<file path="src/rtl/idle_mute_pkg.sv">
package idle_mute_pkg;
  localparam int unsigned NUM_CH = 2;
  typedef enum logic {CH_LEFT = 1'b0, CH_RIGHT = 1'b1} ch_e;
endpackage

</file>
<file path="src/rtl/idle_word_chk.sv">
module idle_word_chk #(
  parameter int unsigned W = 24
) (
  input  logic [W-1:0] word_i,
  output logic         stuck_o
);
  // all bits equal: all ones or all zeros
  assign stuck_o = (&word_i) | ~(|word_i);
endmodule

</file>
<file path="src/rtl/frame_run_ctr.sv">
module frame_run_ctr #(
  parameter int unsigned RUN_LEN = 8192,
  parameter int unsigned CNT_W   = 13
) (
  input  logic             clk_i,
  input  logic             rst_ni,
  input  logic             clr_i,
  input  logic             inc_i,
  output logic [CNT_W-1:0] cnt_o,
  output logic             full_o
);
  localparam logic [CNT_W-1:0] LAST = CNT_W'(RUN_LEN - 1);

  logic [CNT_W-1:0] cnt_q;

  always_ff @(posedge clk_i or negedge rst_ni) begin
    if (!rst_ni)                cnt_q <= '0;
    else if (clr_i)             cnt_q <= '0;
    else if (inc_i && !full_o)  cnt_q <= cnt_q + 1'b1;
  end

  assign full_o = (cnt_q == LAST);
  assign cnt_o  = cnt_q;
endmodule

</file>
<file path="src/rtl/mute_flag.sv">
module mute_flag (
  input  logic clk_i,
  input  logic rst_ni,
  input  logic clr_i,
  input  logic set_i,
  output logic mute_o
);
  logic mute_q;

  always_ff @(posedge clk_i or negedge rst_ni) begin
    if (!rst_ni)     mute_q <= 1'b0;
    else if (clr_i)  mute_q <= 1'b0;
    else if (set_i)  mute_q <= 1'b1;
  end

  assign mute_o = mute_q;
endmodule

</file>
<file path="src/rtl/idle_mute_det.sv">
module idle_mute_det
  import idle_mute_pkg::*;
#(
  parameter int unsigned SAMPLE_W    = 24,
  parameter int unsigned IDLE_FRAMES = 8192
) (
  input  logic                clk_i,
  input  logic                rst_ni,
  input  logic                enable_ni,
  input  logic                frame_i,
  input  logic [SAMPLE_W-1:0] left_i,
  input  logic [SAMPLE_W-1:0] right_i,
  output logic                mute_o
);
  localparam int unsigned CNT_W = (IDLE_FRAMES > 1) ? $clog2(IDLE_FRAMES) : 1;

  logic [SAMPLE_W-1:0] ch_word [NUM_CH];
  logic [NUM_CH-1:0]   ch_stuck;
  logic                both_idle;
  logic                run_clr;
  logic                run_inc;
  logic                run_full;
  logic [CNT_W-1:0]    run_cnt;

  assign ch_word[CH_LEFT]  = left_i;
  assign ch_word[CH_RIGHT] = right_i;

  for (genvar c = 0; c < NUM_CH; c++) begin : g_ch
    idle_word_chk #(.W(SAMPLE_W)) u_stuck (
      .word_i  (ch_word[c]),
      .stuck_o (ch_stuck[c])
    );
  end

  assign both_idle = &ch_stuck;
  assign run_clr   = enable_ni | (frame_i & ~both_idle);
  assign run_inc   = frame_i & both_idle;

  frame_run_ctr #(.RUN_LEN(IDLE_FRAMES), .CNT_W(CNT_W)) u_ctr (
    .clk_i  (clk_i),
    .rst_ni (rst_ni),
    .clr_i  (run_clr),
    .inc_i  (run_inc),
    .cnt_o  (run_cnt),
    .full_o (run_full)
  );

  // counter already at terminal: this frame completes the run
  mute_flag u_flag (
    .clk_i  (clk_i),
    .rst_ni (rst_ni),
    .clr_i  (run_clr),
    .set_i  (run_inc & run_full),
    .mute_o (mute_o)
  );
endmodule

</file>
<file path="config.mk">
export PLATFORM = sky130hd
export DESIGN_NAME = idle_mute_det
export DESIGN_NICKNAME = d
export VERILOG_FILES = /design/src/rtl/idle_mute_pkg.sv /design/src/rtl/idle_word_chk.sv /design/src/rtl/frame_run_ctr.sv /design/src/rtl/mute_flag.sv /design/src/rtl/idle_mute_det.sv
export SDC_FILE = /design/constraint.sdc
export NUM_CORES = 1
export LEC_CHECK = 0
export ABC_AREA = 1
export BUFFER_PORTS_ARGS = -buffer_cell sky130_fd_sc_hd__buf_2
export CAP_MARGIN = 5
export CORE_MARGIN = 4
export CORE_UTILIZATION = 39
export DETAILED_ROUTE_END_ITERATION = 8
export PLACE_DENSITY = 0.69
export SYNTH_ARGS = -nofsm -noshare
export SYNTH_HDL_FRONTEND = slang
export SYNTH_HIERARCHICAL = 1
export SYNTH_SLANG_ARGS = --single-unit
</file>
<file path="constraint.sdc">
create_clock -name clk_i -period 1.39 [get_ports clk_i]
set_input_delay 0.2085 -clock clk_i [delete_from_list [all_inputs] [get_ports clk_i]]
set_output_delay 0.2085 -clock clk_i [all_outputs]
set_load 0.02 [all_outputs]
</file>
==> qor.yml, run 1 <==
status:
  outcome: "complete, no violations"
die:
  die_h_um: 66.2
  die_x_um: 66.2
  rows: 20
  core_um2: 3150
  num_io_pins: 53
  start_util_pct: 41.9
  dieArea_um2: 4380
clock_tree:
  clock_latency_ns: 0.28
  numCtsBuffers: 3
  clock_tree.root_cell: "clkbuf_4"
  cts.path.max_buffers: 2
  path_clk_slew_ns: 0.08
  clock_sinks: 14
  h-tree-depth: 1
  cts_tree: "yes"
placement:
  dp_slack_ns: -0.168
  hpwl_mm: 2.68
  numPortBuffers: 52
  place_area_um2: 1780
  gp_congestion: 0.869
global_route:
  track_usage_pct: 15.7
  antenna_found_initial: 0
  grt_pass1_vias: 1395
  overflow: 0
  grt_max_degree: 15
  grt_pass1_wl_mm: 5.52
layout:
  multi_input_area_um2: 958
  drive_gt1_share_pct: 36.3
  nets: 369
  regArea_um2: 350
  fillers: 316
  area_delta_synth_final_pct: 49.5
  num_antenna_cells: 0
  finish.instance_area_um2: 1970
detailed_routing:
  drc: 0
  vias: 1631
  wl_per_cell_um: 9.77
  drt_wl_total_mm: 3.50
  drt_iter0_markers: 62
  drt_pre_antenna_iters: 4
  ant_nets: 0
  vias_per_cell: 4.56
sta:
  finalWorstSetupSlack_ns: 0.0297
  hold_viol: 0
  fmaxAchievable_mhz: 735
  period_share_pct: 97.9
  rsz0062_at_grt: "yes"
  layout_min_cycle_time_ns: 1.36
  tightest_slew_ns: 0.330
  relSlewSlack_pct: 78.0
  slew_violations: 0
  setup_viol: 0
  fin_skew_ns: 0.00367
setup_path:
  start_kind: "flip-flop"
  crit_fanout: 6
  path_delay_family: "simple AND/OR/NAND/NOR gates"
  critPathKind: "flip-flop to flip-flop"
  crit_required_ns: 1.61
  worst-path-buf-inv: 1
  max_stage_delay_ns: 0.39
  cp_cell_sequence: "ha_2 > nand2_2 > nor2_4 > nand2_4 > nor2_4 > nor2_4 > buf_6 > nand3_2 > nand2_1"
  cpMaxStageDelayCell: "dfrtp_1"
  worstPathArrival_ns: 1.58
  critPathCaptureType: "flip-flop"
  crit_top_cell: "nor2_4"
pwr:
  power_frac_seq_pct: 50.8
  power_switching_uw: 208
  ir_worst_vdd_v: 0.000367
  power.density_nw_per_um2: 406
  internal-power_uw: 592
  power.share.clock_pct: 28.2
  leakagePower_uw: 0.00103
  switching_share_pct: 26.0
  combinationalPowerShare_pct: 21.0
flow_run:
  max_cap_violations: 0
yosys:
  synth-seq-cells: 14
  synth_warnings: 6
  yosysSeqAreaShare_pct: 26.5
  avgSynthCellArea_um2: 5.64
  netlist_area_um2: 1320
  synthDistinctLibCells: 21
  synth_nets: 287
  synthCells: 234
worst_hold_path:
  hold_class: "input port to flip-flop"
==> cell usage in the layout, fill, tap and decap left out <==
| master | netlist | layout |
|---|---|---|
| buf_6 | 2 | 3 |
| buf_4 | 0 | 24 |
| nor2_4 | 2 | 5 |
| nor2_1 | 56 | 51 |
| o21ai_4 | 1 | 1 |
| nor4_2 | 0 | 1 |
| buf_2 | 2 | 52 |
| clkbuf_4 | 0 | 3 |
| clkinv_1 | 2 | 2 |
| nand2_1 | 86 | 83 |
| dlygate4sd3_1 | 0 | 1 |
| buf_12 | 0 | 1 |
| o21bai_1 | 1 | 1 |
| xor2_1 | 2 | 2 |
| nand3_2 | 1 | 13 |
| nor2_2 | 2 | 4 |
| dfrtp_1 | 14 | 14 |
| nand3_1 | 33 | 21 |
| nand4_1 | 3 | 3 |
| nand2_2 | 1 | 4 |
| ha_2 | 0 | 1 |
| inv_2 | 0 | 1 |
| a21oi_1 | 2 | 2 |
| nand2_4 | 1 | 1 |
| inv_1 | 20 | 19 |
| o21ai_0 | 1 | 1 |
==> through the flow <==
step | setup TNS (ns) | hold WS (ns) | std cells | power [uW] | utilization [%]
global placement | -1.38 | 0.122 | 350 | 574 | 56.5
detailed placement | -1.55 | 0.129 | 350 | 578 | 56.5
finish | 0 | 0.304 | 358 | 800 | 62.6
global route | -0.558 | 0.328 | 358 | 857 | 62.6
CTS | -0.0150 | 0.295 | 356 | 817 | 58.8
floorplan | 0 | -0.0871 | 234 | 469 | -
==> layout make-up <==
class                      instances  area share (%)
clock buffer                       3            1.14
multi-input combinational        194            48.6
tap                               44            2.79
sequential                        14            17.8
timing repair buffer              81            25.6
inverter                          22            4.19
==> metal layers <==
layer | track usage, % | vias up | share of wire, %
met5 | 0 | - | 0
met2 | 26.1 | 39 | 49
li1 | - | 892 | -
met1 | 21.2 | 698 | 44
met4 | 2.79 | 0 | 0.37
met3 | 3.23 | 2 | 6.4
==> timing repair <==
action | in CTS | in global routing
resized for setup | 3 | 28
cloned | 0 | 1
pin swaps | 4 | 6
hold buffers | 1 | 0
setup endpoints to repair | 13 | 13
endpoints found under the hold margin | 14 | 0
setup buffers | 2 | 1
==> power groups by stage <==
stage / clock network, uW / registers, uW / logic, uW
final: 226 / 407 / 168
after global routing: 257 / 407 / 192
after CTS: 245 / 407 / 165
after detailed placement: 0 / 415 / 163
after global placement: 0 / 415 / 159
after floorplan: 0 / 415 / 54.2
==> flip-flops by register name, indices dropped and copies added (netlist names) <==
| register | count |
|---|---|
| u_flag/mute_o | 1 |
| u_ctr/cnt_o | 13 |
==> kinds of logic (layout without fill, tap and decap cells) <==
kind of cell	Yosys count	in the layout	synth area share, %
and+or+nand+nor	186	186	59.5
buffers and inverters	26	106	8.72
DFF	14	14	26.5
AOI/OAI and AO/OA	5	5	2.94
xor gates and xnor gates	2	2	1.33
adders and majority gates	1	1	0.948
==> final timing paths <==
check                          startpoint         endpoint  slack (ns)  cells past startpoint
setup / recovery           u_ctr/cnt_o[0]   u_ctr/cnt_o[4]        0.03                      9
hold / removal                  enable_ni  u_ctr/cnt_o[12]        0.30                      5
setup reg to reg           u_ctr/cnt_o[0]   u_ctr/cnt_o[4]        0.03                      9
hold reg to reg             u_flag/mute_o    u_flag/mute_o        0.50                      2
max in group asynchronous          rst_ni    u_flag/mute_o        0.79                      2
min in group asynchronous          rst_ni   u_ctr/cnt_o[6]        0.36                      2
==> worst reg2reg max path, delay by kind of cell (launching register included) <==
kind | cells | cell delay [ns]
fa+ha+maj | 1 | 0.19
buf+inv | 1 | 0.16
flops | 1 | 0.39
simple gates | 7 | 0.55
==> synthesized netlist by cell type <==
cell,n,share of area (%)
nand4_1,3,1.4
nor2_4,2,1.7
dfrtp_1,14,27
buf_2,2,0.76
o21bai_1,1,0.57
ha_1,1,0.95
nor2_2,2,0.95
xor2_1,2,1.3
o21ai_0,1,0.38
nor4_1,1,0.47
clkinv_1,2,0.57
buf_6,2,1.7
a21oi_1,2,0.76
nand2_1,86,24
nor2_1,56,16
nand2_4,1,0.85
nand3_1,33,13
inv_1,20,5.7
nand2_2,1,0.47
o21ai_4,1,1.2
nand3_2,1,0.76
No activity file was read; power rests on OpenSTA's default activity.
==> inputs of run 2 (changes only) <==
--- a/config.mk
+++ b/config.mk
@@ -11,6 +11,7 @@
 export CORE_MARGIN = 4
 export CORE_UTILIZATION = 39
 export DETAILED_ROUTE_END_ITERATION = 8
+export MAX_ROUTING_LAYER = met4
 export PLACE_DENSITY = 0.69
 export SYNTH_ARGS = -nofsm -noshare
 export SYNTH_HDL_FRONTEND = slang
==> qor.yml, run 2 (synthesis results as in run 1) <==
clock_tree:
  cts_tree: "yes"
  clock_sinks: 14
  numCtsBuffers: 3
  h-tree-depth: 1
  clock_tree.root_cell: "clkbuf_4"
  cts.path.max_buffers: 2
  path_clk_slew_ns: 0.08
  clock_latency_ns: 0.28
sta:
  setup_viol: 0
  setup_tns_ns: 0
  relSlewSlack_pct: 78.1
  tightest_slew_ns: 0.329
  fin_skew_ns: 0.00284
  finalWorstSetupSlack_ns: 0.0231
  layout_min_cycle_time_ns: 1.37
  slew_violations: 0
  fmaxAchievable_mhz: 732
  rsz0062_at_grt: "yes"
  period_share_pct: 98.3
  hold_viol: 0
placement:
  numPortBuffers: 52
  hpwl_mm: 2.68
  gp_congestion: 0.883
  dp_slack_ns: -0.168
die:
  dieArea_um2: 4380
  die_x_um: 66.2
  rows: 20
  core_um2: 3150
  start_util_pct: 41.9
  num_io_pins: 53
  die_h_um: 66.2
detailed_routing:
  drt_wl_total_mm: 3.52
  met3_length_um: 255
  routed.top_layer: "met4"
  vias_per_cell: 4.60
  drc: 0
  drt_pre_antenna_iters: 4
  wl_per_cell_um: 9.84
  ant_nets: 0
  drt_iter0_markers: 70
  vias: 1647
  wl_met1_mm: 1.51
  route.met2.wl_mm: 1.74
layout:
  area_delta_synth_final_pct: 49.5
  fillers: 316
  layout_commonest_cell: "nand2_1"
  layout_common_cells: "nand2_1 (83), buf_2 (52), nor2_1 (51)"
  drive_gt1_share_pct: 36.3
  nets: 369
  largest_reg_flops: 13
  num_antenna_cells: 0
setup_path:
  cp-endpoint: "u_ctr/cnt_o[4]"
  r2r_slack_ns: 0.02
  cp-startpoint: "u_ctr/cnt_o[0]"
  critPathKind: "flip-flop to flip-flop"
  crit_fanout: 6
  critPathCaptureType: "flip-flop"
  reg2reg_from: "u_ctr/cnt_o[0]"
  r2r-end: "u_ctr/cnt_o[4]"
  start_kind: "flip-flop"
  reg2reg_depth: 9
  worstPathArrival_ns: 1.59
  crit_required_ns: 1.61
global_route:
  grt_pass1_wl_mm: 5.53
  track_usage_pct: 16.2
  antenna_found_initial: 0
  grt_pass1_vias: 1394
  grt_max_degree: 15
  overflow: 0
pwr:
  leakagePower_uw: 0.00103
  ir_worst_vdd_v: 0.000363
  power.density_nw_per_um2: 405
flow_run:
  max_cap_violations: 0
worst_hold_path:
  hold_class: "input port to flip-flop"
status:
  outcome: "complete, no violations"
==> run 2: cell counts in the layout (fill, tap and decap cells not counted) <==
No cell type changed its count.
==> run 2: cell type report <==
type                       instances  area [um2]  area share [%]
inverter                          22        82.6            4.19
timing repair buffer              81         504            25.6
clock buffer                       3        22.5            1.14
sequential                        14         350            17.8
multi-input combinational        194         958            48.6
tap                               44        55.1            2.79
==> run 2: where the power goes <==
| part | internal [uW] | switching, uW | leakage (uW) |
|---|---|---|---|
| logic | 84.9 | 83.0 | 0.000819 |
| registers | 407 | 0.000000000000203 | 0.000196 |
| clock network | 100 | 124 | 0.0000138 |
==> run 2: what timing repair did <==
| item | in CTS | in global routing |
|---|---|---|
| gates cloned | 0 | 1 |
| endpoints found under the hold margin | 14 | 0 |
| setup endpoints to repair | 13 | 13 |
| pin swaps | 4 | 6 |
| resized for setup | 3 | 28 |
| hold buffers | 1 | 0 |
| setup buffers | 2 | 1 |
==> run 2: worst max-delay path, cell delays in order (launching register included) <==
cell	delay, ns
dfrtp_1	0.39
ha_2	0.19
nand2_2	0.09
nor2_4	0.05
nand2_4	0.11
nor2_4	0.04
nor2_4	0.13
buf_6	0.17
nand3_2	0.07
nand2_1	0.07
==> run 2: through the flow <==
| step | hold WS, ns | cells | utilization, % | total power [uW] | instance area [um2] |
|---|---|---|---|---|---|
| 6_report | 0.305 | 358 | 62.6 | 799 | 1970 |
| 5_1_grt | 0.328 | 358 | 62.6 | 857 | 1970 |
| 4_1_cts | 0.295 | 356 | 58.8 | 817 | 1860 |
| 3_5_place_dp | 0.129 | 350 | 56.5 | 578 | 1780 |
| 3_3_place_gp | 0.122 | 350 | 56.5 | 574 | 1780 |
| 2_1_floorplan | -0.0871 | 234 | - | 469 | 1320 |
==> run 2: metal layers <==
| layer | up-vias | GRT usage, % |
|---|---|---|
| li1 | 892 | - |
| met1 | 701 | 21.2 |
| met2 | 52 | 26.1 |
| met3 | 2 | 3.23 |
| met4 | 0 | 2.79 |
| met5 | - | - |
==> run 2: how the worst min path moves through the flow <==
stage / start / to / slack, ns / cells after the start
2_1_floorplan: rst_ni / u_ctr/cnt_o[0] / -0.09 / 0
4_1_cts: enable_ni / u_ctr/cnt_o[12] / 0.29 / 5
6_report: enable_ni / u_ctr/cnt_o[12] / 0.30 / 5
5_1_grt: enable_ni / u_ctr/cnt_o[12] / 0.33 / 5
3_3_place_gp: rst_ni / u_ctr/cnt_o[11] / 0.12 / 1
3_5_place_dp: rst_ni / u_ctr/cnt_o[11] / 0.13 / 1
==> inputs of run 3 (changes only) <==
--- a/config.mk
+++ b/config.mk
@@ -13,6 +13,7 @@
 export DETAILED_ROUTE_END_ITERATION = 8
 export MAX_ROUTING_LAYER = met4
 export PLACE_DENSITY = 0.69
+export RECOVER_POWER = 50
 export SYNTH_ARGS = -nofsm -noshare
 export SYNTH_HDL_FRONTEND = slang
 export SYNTH_HIERARCHICAL = 1
==> qor.yml, run 3 (synthesis results as in run 1) <==
status:
  outcome: "complete, no violations"
layout:
  num_antenna_cells: 0
  nets: 369
  area_delta_synth_final_pct: 49.4
  layout_commonest_cell: "nand2_1"
  layout_common_cells: "nand2_1 (83), nor2_1 (51), buf_2 (51)"
  utilization_pct: 62.5
  instances_no_fill: 358
  largest_reg_flops: 13
  drive_gt1_share_pct: 36.0
clock_tree:
  clock_latency_ns: 0.28
  h-tree-depth: 1
  path_clk_slew_ns: 0.08
  numCtsBuffers: 3
  clock_sinks: 14
  clock_tree.root_cell: "clkbuf_4"
  cts.path.max_buffers: 2
  cts_tree: "yes"
die:
  die_x_um: 66.2
  dieArea_um2: 4380
  core_um2: 3150
  start_util_pct: 41.9
  num_io_pins: 53
  rows: 20
  die_h_um: 66.2
global_route:
  grtUsageMet3_pct: 3.23
  antenna_found_initial: 0
  grt_pass1_wl_mm: 5.53
  top_usage_layer: "met2"
  grt_max_degree: 15
  met2_usage_pct: 26.1
  track_usage_pct: 16.2
  use_met1_pct: 21.2
  grt_pass1_vias: 1394
  overflow: 0
pwr:
  power.density_nw_per_um2: 405
  ir_worst_vdd_v: 0.000363
  leakagePower_uw: 0.00103
sta:
  period_share_pct: 98.3
  slew_violations: 0
  fin_skew_ns: 0.00284
  rsz0062_at_grt: "yes"
  setup_viol: 0
  tightest_slew_ns: 0.790
  relSlewSlack_pct: 47.3
  layout_min_cycle_time_ns: 1.37
  hold_viol: 0
  fmaxAchievable_mhz: 732
  setup_tns_ns: 0
setup_path:
  cp_cell_sequence: "ha_2 > nand2_2 > nor2_4 > nand2_4 > nor2_4 > nor2_4 > buf_6 > nand3_2 > nand2_1"
  critPathKind: "flip-flop to flip-flop"
  crit_fanout: 6
  critPathCaptureType: "flip-flop"
  cp-startpoint: "u_ctr/cnt_o[0]"
  crit_required_ns: 1.61
  worstPathArrival_ns: 1.59
  worst-path-buf-inv: 1
  cpMaxStageDelayCell: "dfrtp_1"
  reg2reg_from: "u_ctr/cnt_o[0]"
  max_stage_delay_ns: 0.39
  path_delay_family: "simple AND/OR/NAND/NOR gates"
  start_kind: "flip-flop"
  crit_top_cell: "nor2_4"
detailed_routing:
  wl_per_cell_um: 9.84
  vias_per_cell: 4.60
  drc: 0
  drt_iter0_markers: 70
  ant_nets: 0
  vias: 1646
  drt_pre_antenna_iters: 4
  drt_wl_total_mm: 3.52
worst_hold_path:
  hold_start: "enable_ni"
  hold_class: "input port to flip-flop"
placement:
  gp_congestion: 0.883
  placed_cells: 350
  hpwl_mm: 2.68
  numPortBuffers: 52
flow_run:
  max_cap_violations: 0
## run 3: changes by cell type in the layout (fill, tap and decap cells not counted), sizes merged
cell,before,now
buf,80,79
clkbuf,3,4
## run 3: worst reg2reg max path: cells and delay by family, from the launching register on
family / cells / cell delay, ns
simple gates: 7 / 0.56
buf+inv: 1 / 0.17
fa+ha+maj: 1 / 0.19
flops: 1 / 0.39
## run 3: cell type report
type / instances / area (um2)
Clock buffer: 3 / 22.5
Fill cell: 317 / 1180
Inverter: 22 / 82.6
Multi-Input combinational cell: 194 / 958
Sequential cell: 14 / 350
Tap cell: 44 / 55.1
Timing Repair Buffer: 81 / 503
## run 3: per-layer routing
metal | vias to the layer above | share of wire [%]
met5 | - | 0
met4 | 0 | 0.37
met3 | 2 | 7.2
met2 | 52 | 49
met1 | 700 | 43
li1 | 892 | -
## run 3: metrics by stage
stage	setup slack (ns)	power, uW	cell area (um2)	hold slack (ns)
4_1_cts	-0.00784	817	1860	0.295
6_report	0.0231	798	1970	0.305
3_3_place_gp	-0.125	574	1780	0.122
2_1_floorplan	0.00528	469	1320	-0.0871
5_1_grt	-0.0680	856	1970	0.328
3_5_place_dp	-0.168	578	1780	0.129
## run 3: power breakdown
part / leakage (uW) / internal (uW) / switching [uW] / total, uW
Clock: 0.0000138 / 100 / 124 / 224
Combinational: 0.000816 / 84.5 / 83.1 / 168
Sequential: 0.000196 / 407 / 0.000000000000203 / 407
Total: 0.00103 / 592 / 207 / 798
## run 3: what timing repair did
item / in CTS / in global routing
gates resized for setup: 3 / 28
hold endpoints to repair: 14 / 0
hold buffers: 1 / 0
gates cloned: 0 / 1
endpoints found under the setup margin: 13 / 13
buffers inserted: 2 / 1
pin swaps: 4 / 6
## run 3: worst paths after layout
| kind | end | slack, ns | depth (start not counted) |
|---|---|---|---|
| setup / recovery | u_ctr/cnt_o[4] | 0.02 | 9 |
| hold / removal | u_ctr/cnt_o[12] | 0.30 | 5 |
| setup reg to reg | u_ctr/cnt_o[4] | 0.02 | 9 |
| hold reg to reg | u_flag/mute_o | 0.50 | 2 |
| max in group asynchronous | u_flag/mute_o | 0.38 | 2 |
| min in group asynchronous | u_ctr/cnt_o[6] | 0.52 | 2 |
